===== src/rtl/l2_wa_ctrl.sv =====
module l2_wa_ctrl #(
  parameter int BLKW     = 16,
  parameter int NSETS    = 16,
  parameter int NMSHR    = 4,
  parameter int MAXMERGE = 4,
  parameter int QDEPTH   = 8
) (
  input  logic            clk,
  input  logic            rst_n,
  input  logic [7:0]      cfg_wpol,
  input  logic [7:0]      cfg_walloc,
  input  logic            req_valid,
  input  logic            req_write,
  input  logic            req_atomic,
  input  logic [BLKW-1:0] req_blk,
  input  logic            fill_valid,
  input  logic [BLKW-1:0] fill_blk,
  output logic            rsp_valid,
  output logic [1:0]      rsp_status,
  output logic            rsp_wr_ev,
  output logic            rsp_rd_ev,
  output logic            rsp_wb_ev,
  output logic            cfg_err,
  output logic            mq_valid,
  output logic [1:0]      mq_kind,
  output logic [BLKW-1:0] mq_blk,
  input  logic            mq_ready
);
  localparam int SETW = $clog2(NSETS);
  localparam int TAGW = BLKW - SETW;
  localparam int QW   = $clog2(QDEPTH);
  localparam int CW   = $clog2(QDEPTH + 1);
  localparam int MW   = $clog2(MAXMERGE + 1);
  localparam int MIW  = (NMSHR > 1) ? $clog2(NMSHR) : 1;
  localparam logic [1:0] ST_HIT = 2'd0, ST_MISS = 2'd1, ST_FAIL = 2'd2;
  localparam logic [1:0] K_WR = 2'd0, K_RD = 2'd1, K_WB = 2'd2;

  logic [TAGW-1:0] tag_q [NSETS][2];
  logic            vld_q [NSETS][2];
  logic            drt_q [NSETS][2];
  logic            pnd_q [NSETS][2];
  logic            lru_q [NSETS];
  logic            mv_q  [NMSHR];
  logic [BLKW-1:0] mb_q  [NMSHR];
  logic [MW-1:0]   mc_q  [NMSHR];
  logic [1:0]      qk_q  [QDEPTH];
  logic [BLKW-1:0] qb_q  [QDEPTH];
  logic [QW-1:0]   head_q;
  logic [CW-1:0]   cnt_q;

  logic [SETW-1:0] rset, fset;
  logic [TAGW-1:0] rtag, ftag;
  assign rset = req_blk[SETW-1:0];
  assign rtag = req_blk[BLKW-1:SETW];
  assign fset = fill_blk[SETW-1:0];
  assign ftag = fill_blk[BLKW-1:SETW];

  logic [NMSHR-1:0] fhit, mlive, mh;
  logic fill_any;
  always_comb
    for (int i = 0; i < NMSHR; i++) begin
      fhit[i]  = fill_valid && mv_q[i] && (mb_q[i] == fill_blk);
      mlive[i] = mv_q[i] && !fhit[i];
      mh[i]    = mlive[i] && (mb_q[i] == req_blk);
    end
  assign fill_any = |fhit;

  logic [1:0] pe, hitv;
  always_comb
    for (int w = 0; w < 2; w++) begin
      pe[w]   = pnd_q[rset][w] && !(fill_any && fset == rset && tag_q[rset][w] == ftag);
      hitv[w] = vld_q[rset][w] && tag_q[rset][w] == rtag && !pe[w];
    end
  logic is_hit, hway;
  assign is_hit = |hitv;
  assign hway   = hitv[1];

  logic [MW-1:0]  mcnt;
  logic [MIW-1:0] midx, fidx;
  logic ffree, mhit, room;
  always_comb begin
    mcnt = '0; midx = '0; fidx = '0; ffree = 1'b0;
    for (int i = 0; i < NMSHR; i++) begin
      if (mh[i]) begin mcnt = mc_q[i]; midx = MIW'(i); end
      if (!mlive[i] && !ffree) begin ffree = 1'b1; fidx = MIW'(i); end
    end
  end
  assign mhit = |mh;
  assign room = mcnt < MW'(MAXMERGE);

  logic vw, vok, lw, vdirty, mshr_ok;
  logic [BLKW-1:0] vblk;
  always_comb begin
    lw = lru_q[rset]; vok = 1'b1; vw = 1'b0;
    if (!vld_q[rset][0])      vw = 1'b0;
    else if (!vld_q[rset][1]) vw = 1'b1;
    else if (!pe[lw])         vw = lw;
    else if (!pe[~lw])        vw = ~lw;
    else                      vok = 1'b0;
  end
  assign vdirty  = vld_q[rset][vw] && drt_q[rset][vw];
  assign vblk    = {tag_q[rset][vw], rset};
  assign mshr_ok = mhit ? room : (ffree && vok);

  logic wp_b, wp_t, walloc;
  assign wp_b   = cfg_wpol == 8'h42;
  assign wp_t   = cfg_wpol == 8'h54;
  assign walloc = cfg_walloc == 8'h57;

  logic [1:0]      st, pk [3];
  logic [BLKW-1:0] pb [3];
  logic [1:0]      npush;
  logic ev_wr, ev_rd, ev_wb, err, upd_lru, set_dirty, merge, alloc;
  always_comb begin
    st = ST_HIT; ev_wr = 0; ev_rd = 0; ev_wb = 0; err = 0;
    upd_lru = 0; set_dirty = 0; merge = 0; alloc = 0; npush = 2'd0;
    for (int k = 0; k < 3; k++) begin pk[k] = K_WR; pb[k] = req_blk; end
    if (req_valid) begin
      if (req_write) begin
        if (!(wp_b || wp_t)) begin
          st = ST_FAIL; err = 1'b1;
        end else if (is_hit) begin
          if (wp_b) begin
            upd_lru = 1'b1; set_dirty = 1'b1;
          end else if (int'(cnt_q) < QDEPTH) begin
            upd_lru = 1'b1; npush = 2'd1; ev_wr = 1'b1;
          end else st = ST_FAIL;
        end else if (walloc) begin
          if (int'(cnt_q) + 3 <= QDEPTH && mshr_ok) begin
            st = ST_MISS; ev_wr = 1'b1; npush = 2'd1;
            if (mhit) merge = 1'b1;
            else begin
              alloc = 1'b1; pk[1] = K_RD; npush = 2'd2;
              if (vdirty) begin pk[2] = K_WB; pb[2] = vblk; npush = 2'd3; end
            end
          end else st = ST_FAIL;
        end else if (int'(cnt_q) < QDEPTH) begin
          st = ST_MISS; ev_wr = 1'b1; npush = 2'd1;
        end else st = ST_FAIL;
      end else begin
        if (is_hit) begin
          upd_lru = 1'b1; set_dirty = req_atomic;
        end else if (int'(cnt_q) + 2 <= QDEPTH && mshr_ok) begin
          st = ST_MISS;
          if (mhit) merge = 1'b1;
          else begin
            alloc = 1'b1; ev_rd = 1'b1; pk[0] = K_RD; npush = 2'd1;
            if (vdirty) begin pk[1] = K_WB; pb[1] = vblk; npush = 2'd2; ev_wb = 1'b1; end
          end
        end else st = ST_FAIL;
      end
    end
  end

  logic          pop;
  logic [QW-1:0] tail;
  assign mq_valid = cnt_q != '0;
  assign mq_kind  = qk_q[head_q];
  assign mq_blk   = qb_q[head_q];
  assign pop      = mq_valid && mq_ready;
  assign tail     = head_q + QW'(cnt_q);

  always_ff @(posedge clk or negedge rst_n) begin
    if (!rst_n) begin
      rsp_valid <= 1'b0; rsp_status <= ST_HIT; rsp_wr_ev <= 1'b0;
      rsp_rd_ev <= 1'b0; rsp_wb_ev <= 1'b0; cfg_err <= 1'b0;
      head_q <= '0; cnt_q <= '0;
      for (int s = 0; s < NSETS; s++) begin
        lru_q[s] <= 1'b0;
        for (int w = 0; w < 2; w++) begin
          tag_q[s][w] <= '0; vld_q[s][w] <= 1'b0; drt_q[s][w] <= 1'b0; pnd_q[s][w] <= 1'b0;
        end
      end
      for (int i = 0; i < NMSHR; i++) begin mv_q[i] <= 1'b0; mb_q[i] <= '0; mc_q[i] <= '0; end
      for (int k = 0; k < QDEPTH; k++) begin qk_q[k] <= K_WR; qb_q[k] <= '0; end
    end else begin
      rsp_valid <= req_valid; rsp_status <= st; rsp_wr_ev <= ev_wr;
      rsp_rd_ev <= ev_rd; rsp_wb_ev <= ev_wb; cfg_err <= err;
      for (int i = 0; i < NMSHR; i++) if (fhit[i]) mv_q[i] <= 1'b0;
      for (int w = 0; w < 2; w++)
        if (fill_any && pnd_q[fset][w] && tag_q[fset][w] == ftag) pnd_q[fset][w] <= 1'b0;
      if (upd_lru) lru_q[rset] <= ~hway;
      if (set_dirty) drt_q[rset][hway] <= 1'b1;
      if (merge) mc_q[midx] <= mcnt + MW'(1);
      if (alloc) begin
        mv_q[fidx] <= 1'b1; mb_q[fidx] <= req_blk; mc_q[fidx] <= MW'(1);
        tag_q[rset][vw] <= rtag; vld_q[rset][vw] <= 1'b1;
        drt_q[rset][vw] <= 1'b0; pnd_q[rset][vw] <= 1'b1;
        lru_q[rset] <= ~vw;
      end
      for (int k = 0; k < 3; k++)
        if (k < int'(npush)) begin
          qk_q[tail + QW'(k)] <= pk[k];
          qb_q[tail + QW'(k)] <= pb[k];
        end
      head_q <= head_q + QW'(pop);
      cnt_q  <= cnt_q + CW'(npush) - CW'(pop);
    end
  end

  AST_QUEUE_BOUND: assert property (@(posedge clk) disable iff (!rst_n)
    cnt_q <= CW'(QDEPTH));
  AST_FAIL_NO_GROWTH: assert property (@(posedge clk) disable iff (!rst_n)
    (rsp_valid && rsp_status == ST_FAIL) |-> cnt_q <= $past(cnt_q));
  AST_WB_HIT_QUIET: assert property (@(posedge clk) disable iff (!rst_n)
    (rsp_valid && rsp_status == ST_HIT && $past(req_write && cfg_wpol == 8'h42))
      |-> cnt_q <= $past(cnt_q));
  AST_NO_ALLOC_READ_EVENT: assert property (@(posedge clk) disable iff (!rst_n)
    rsp_rd_ev |-> !$past(req_write));
  AST_WRITE_EVENT_SOURCE: assert property (@(posedge clk) disable iff (!rst_n)
    rsp_wr_ev |-> $past(req_write));
  AST_ERR_IS_FAIL: assert property (@(posedge clk) disable iff (!rst_n)
    cfg_err |-> (rsp_status == ST_FAIL && $past(req_write)));
endmodule


===== config.mk =====
export PLATFORM = sky130hd
export DESIGN_NAME = l2_wa_ctrl
export DESIGN_NICKNAME = d
export VERILOG_FILES = /design/src/rtl/l2_wa_ctrl.sv
export SDC_FILE = /design/constraint.sdc
export NUM_CORES = 2
export LEC_CHECK = 0
export ABC_AREA = 1
export BUFFER_PORTS_ARGS = -buffer_cell sky130_fd_sc_hd__buf_2
export CORE_MARGIN = 10
export CORE_UTILIZATION = 40
export CTS_BUF_LIST = sky130_fd_sc_hd__clkbuf_4 sky130_fd_sc_hd__clkbuf_8
export DETAILED_ROUTE_END_ITERATION = 10
export GPL_ROUTABILITY_DRIVEN = 0
export HOLD_SLACK_MARGIN = 0.1
export PLACE_DENSITY = 0.63
export SETUP_SLACK_MARGIN = 0.02
export SLEW_MARGIN = 20
export SYNTH_ARGS = -nofsm -noshare
export SYNTH_HDL_FRONTEND = slang
export SYNTH_SLANG_ARGS = --single-unit

===== constraint.sdc =====
create_clock -name clk -period 3.25 [get_ports clk]
set_input_delay 0.8125 -clock clk [delete_from_list [all_inputs] [get_ports clk]]
set_output_delay 0.8125 -clock clk [all_outputs]
set_load 0.02 [all_outputs]

==> impl_metrics.toml <==
[outcome]
status = "complete, but fails checks"
violations = "setup timing"

[logic_synthesis]
yosysWarnings = 0
syn_nets = 6246
avgSynthCellArea_um2 = 7.04
synth-edff-count = 0
ys_async_sr_fraction = 1.00
synth.distinct_cells = 58
synthCells = 6177
syn_area_mm2 = 0.0435
yosysSeqAreaShare = 0.423
synth_flop_cell = "dfrtp_1"
ys_ff_latch = 734

[power_and_ir_drop]
peakVddDrop_uv = 535
leakage_nw = 32.4
p_per_area_mw_per_mm2 = 654
power_mw = 41.7

[timing]
setup_viol = 743
skew_ns = 0.0669
rsz0062_at_grt = "true"
min_period_ns = 3.85
tightest_slew_ns = 1.10
timing.hold.ws_ns = 0.172
slew_viol_final = 0
fmax_ghz = 0.260
finalHoldViolCount = 0
period_share = 1.18
final.setup.worst_slack_ns = -0.600
slew_headroom = 0.259

[place]
dp_hpwl_um = 135000
io_buffers = 80
place_area_mm2 = 0.0550
pre_cts_slack_ns = -1.64

[cells_and_area]
area_growth_pct = 46.7
multi_input_area_mm2 = 0.0241
ff_latch_area_mm2 = 0.0184
fillers = 9366
final_core_util = 0.593
layout-drive-gt1-share = 0.319
fin_nets = 7521
final_area_mm2 = 0.0638

[grt]
grt-ovfl-total = 0
antenna_found_initial = 10
grtUsageTotal = 0.322
grt_pass1_wl_um = 303000
grt_pass1_vias = 49579
grt_max_degree = 110

[routing]
drtIter0Drc = 7011
vias = 52323
ant_nets = 0
wl_per_cell_um = 23.6
drtPass1Iterations = 9
viasPerCell = 5.84
routed_wl_um = 211000
drc_errors = 0

[worst_setup_path]
reg2reg_setup_slack_ns = -0.60
critical_path_class = "reg2reg"
cp-end-kind = "register"
cp_slowest_cell = "dfrtp_1"
required_ns = 3.95
cp-start-kind = "register"
cp_data_arrival_time_ns = 4.55
crit_fanout = 7
slowest_delay_ns = 0.37

[floorplanning]
rows = 120
die_x_um = 350
die_h_um = 350
io_pins = 81
die_area_mm2 = 0.122
initial_core_util = 0.404
core_area_mm2 = 0.108

[cts]
clockRootBuffer = "clkbuf_8"
clock_sinks = 734
clk_latency_ns = 0.88
cts_buffers = 137
cts_buffer_depth = 3
htree_levels = 4
path_clk_slew_ns = 0.06
tritoncts = "built"

[worst_hold_path]
hold_class = "in2reg"

[job]
max-cap-violations = 0
-- through the flow --
step           TNS [ns]  std cells
2_1_floorplan   -212.93       6177
3_3_place_gp   -1023.49       8515
3_5_place_dp   -1043.45       8515
4_1_cts         -190.31       8893
5_1_grt         -417.78       8955
6_report        -328.16       8957
-- critical path: cells and delay by family (launching register included) --
kind,cells,cell delay (ns)
AND/OR/NAND/NOR,18,1.72
buffers and inverters,10,1.20
AO/OA/AOI/OAI,3,0.35
flip-flops,1,0.37
-- power breakdown --
part | total [mW] | switching [mW] | leakage (nW) | internal [mW]
Clock | 9.89 | 4.38 | 1.55 | 5.51
Combinational | 18.6 | 10.8 | 21.4 | 7.88
Sequential | 13.2 | 1.62 | 9.48 | 11.5
-- Yosys cell counts (all sizes together), types with 2 or more instances --
cell type,instances,share of area
a211oi,4,0.00069
nor4b,2,0.00040
clkbuf,190,0.016
mux2i,2,0.00046
nand3b,7,0.0012
o31ai,3,0.00052
nand3,342,0.043
nor3b,5,0.00086
o22ai,71,0.010
inv,394,0.034
a31oi,18,0.0026
xnor2,33,0.0066
o221ai,12,0.0024
ha,12,0.0035
a221oi,8,0.0016
a22oi,206,0.036
xor2,46,0.0093
o211ai,5,0.00086
a2111oi,5,0.0010
and2,2,0.00029
fa,2,0.00092
clkinv,5,0.00043
dfrtp,734,0.42
nand4,85,0.012
a2bb2oi,2,0.00040
buf,226,0.030
o21bai,4,0.00069
or2,3,0.00043
nor2,344,0.032
nor4,21,0.0030
a221o,9,0.0021
o2111ai,8,0.0016
o21ai,688,0.079
nand2,2431,0.21
a21oi,173,0.020
a21boi,14,0.0024
nor3,55,0.0070
-- final timing paths --
kind / start / end / cells after the start
max: mb_q[28]$_DFFE_PN0P_ / tag_q[178]$_DFFE_PN0P_ / 31
min: req_valid / rsp_valid$_DFF_PN0_ / 1
max reg2reg: mb_q[28]$_DFFE_PN0P_ / tag_q[178]$_DFFE_PN0P_ / 31
min reg2reg: vld_q[5]$_DFFE_PN0P_ / vld_q[5]$_DFFE_PN0P_ / 2
max in group asynchronous: rst_n / tag_q[251]$_DFFE_PN0P_ / 3
min in group asynchronous: rst_n / tag_q[94]$_DFFE_PN0P_ / 2
-- cell families after synthesis --
| kind of cell | synth area share |
|---|---|
| AO/OA/AOI/OAI | 0.163 |
| AND/OR/NAND/NOR | 0.313 |
| adder cells (fa/ha/maj) | 0.00438 |
| flip-flops | 0.423 |
| multiplexers | 0.000461 |
| XOR/XNOR | 0.0159 |
| buffers and inverters | 0.0809 |
-- cell type report --
| cell class | count | share of cell area |
|---|---|---|
| antenna | 4 | 0.000157 |
| clock buffer | 206 | 0.0406 |
| clock inverter | 31 | 0.00532 |
| inverter | 399 | 0.0260 |
| multi-input combinational | 4631 | 0.378 |
| sequential | 734 | 0.288 |
| tap | 1403 | 0.0275 |
| timing repair buffer | 1541 | 0.233 |
| timing repair inverter | 8 | 0.00133 |
-- metal layers --
layer | wire [µm] | track usage | vias to the layer above
li1 | - | - | 22898
met1 | 76300 | 0.396 | 24616
met5 | 69 | 0 | -
met3 | 26900 | 0.0917 | 1148
met4 | 18500 | 0.212 | 10
met2 | 89700 | 0.492 | 3651
-- state kept, by name, indices dropped and copies added (netlist names), 2 cells and up --
signal,flops
tag_q,384
qb_q,128
mb_q,64
drt_q,32
pnd_q,32
vld_q,32
lru_q,16
qk_q,16
mc_q,12
cnt_q,4
mv_q,4
head_q,3
rsp_status,2
-- timing repair --
item                       4_1_cts  5_1_grt
hold endpoints to repair        20        0
pin swaps                      101       91
setup endpoints to repair      743      744
gates cloned                    43       29
hold buffers                     1        0
setup buffers                  100       37
gates resized for setup        491      423
-- cells in the final DEF, fill, tap and decap left out, types with 39 or more instances in the layout --
| master | instances |
|---|---|
| o22ai_1 | 66 |
| nand2_2 | 165 |
| nand4_1 | 85 |
| clkbuf_4 | 39 |
| o21ai_1 | 181 |
| nor2_1 | 284 |
| nor3_1 | 47 |
| buf_4 | 1149 |
| inv_2 | 55 |
| clkbuf_8 | 167 |
| buf_6 | 84 |
| nand2_1 | 2176 |
| buf_2 | 79 |
| dfrtp_1 | 730 |
| nand3_2 | 77 |
| inv_1 | 312 |
| nand2_4 | 76 |
| a22oi_1 | 204 |
| buf_12 | 160 |
| a21oi_1 | 131 |
| o21ai_2 | 42 |
| nand3_1 | 248 |
| o21ai_0 | 461 |
No activity file was read; power rests on OpenSTA's default activity.
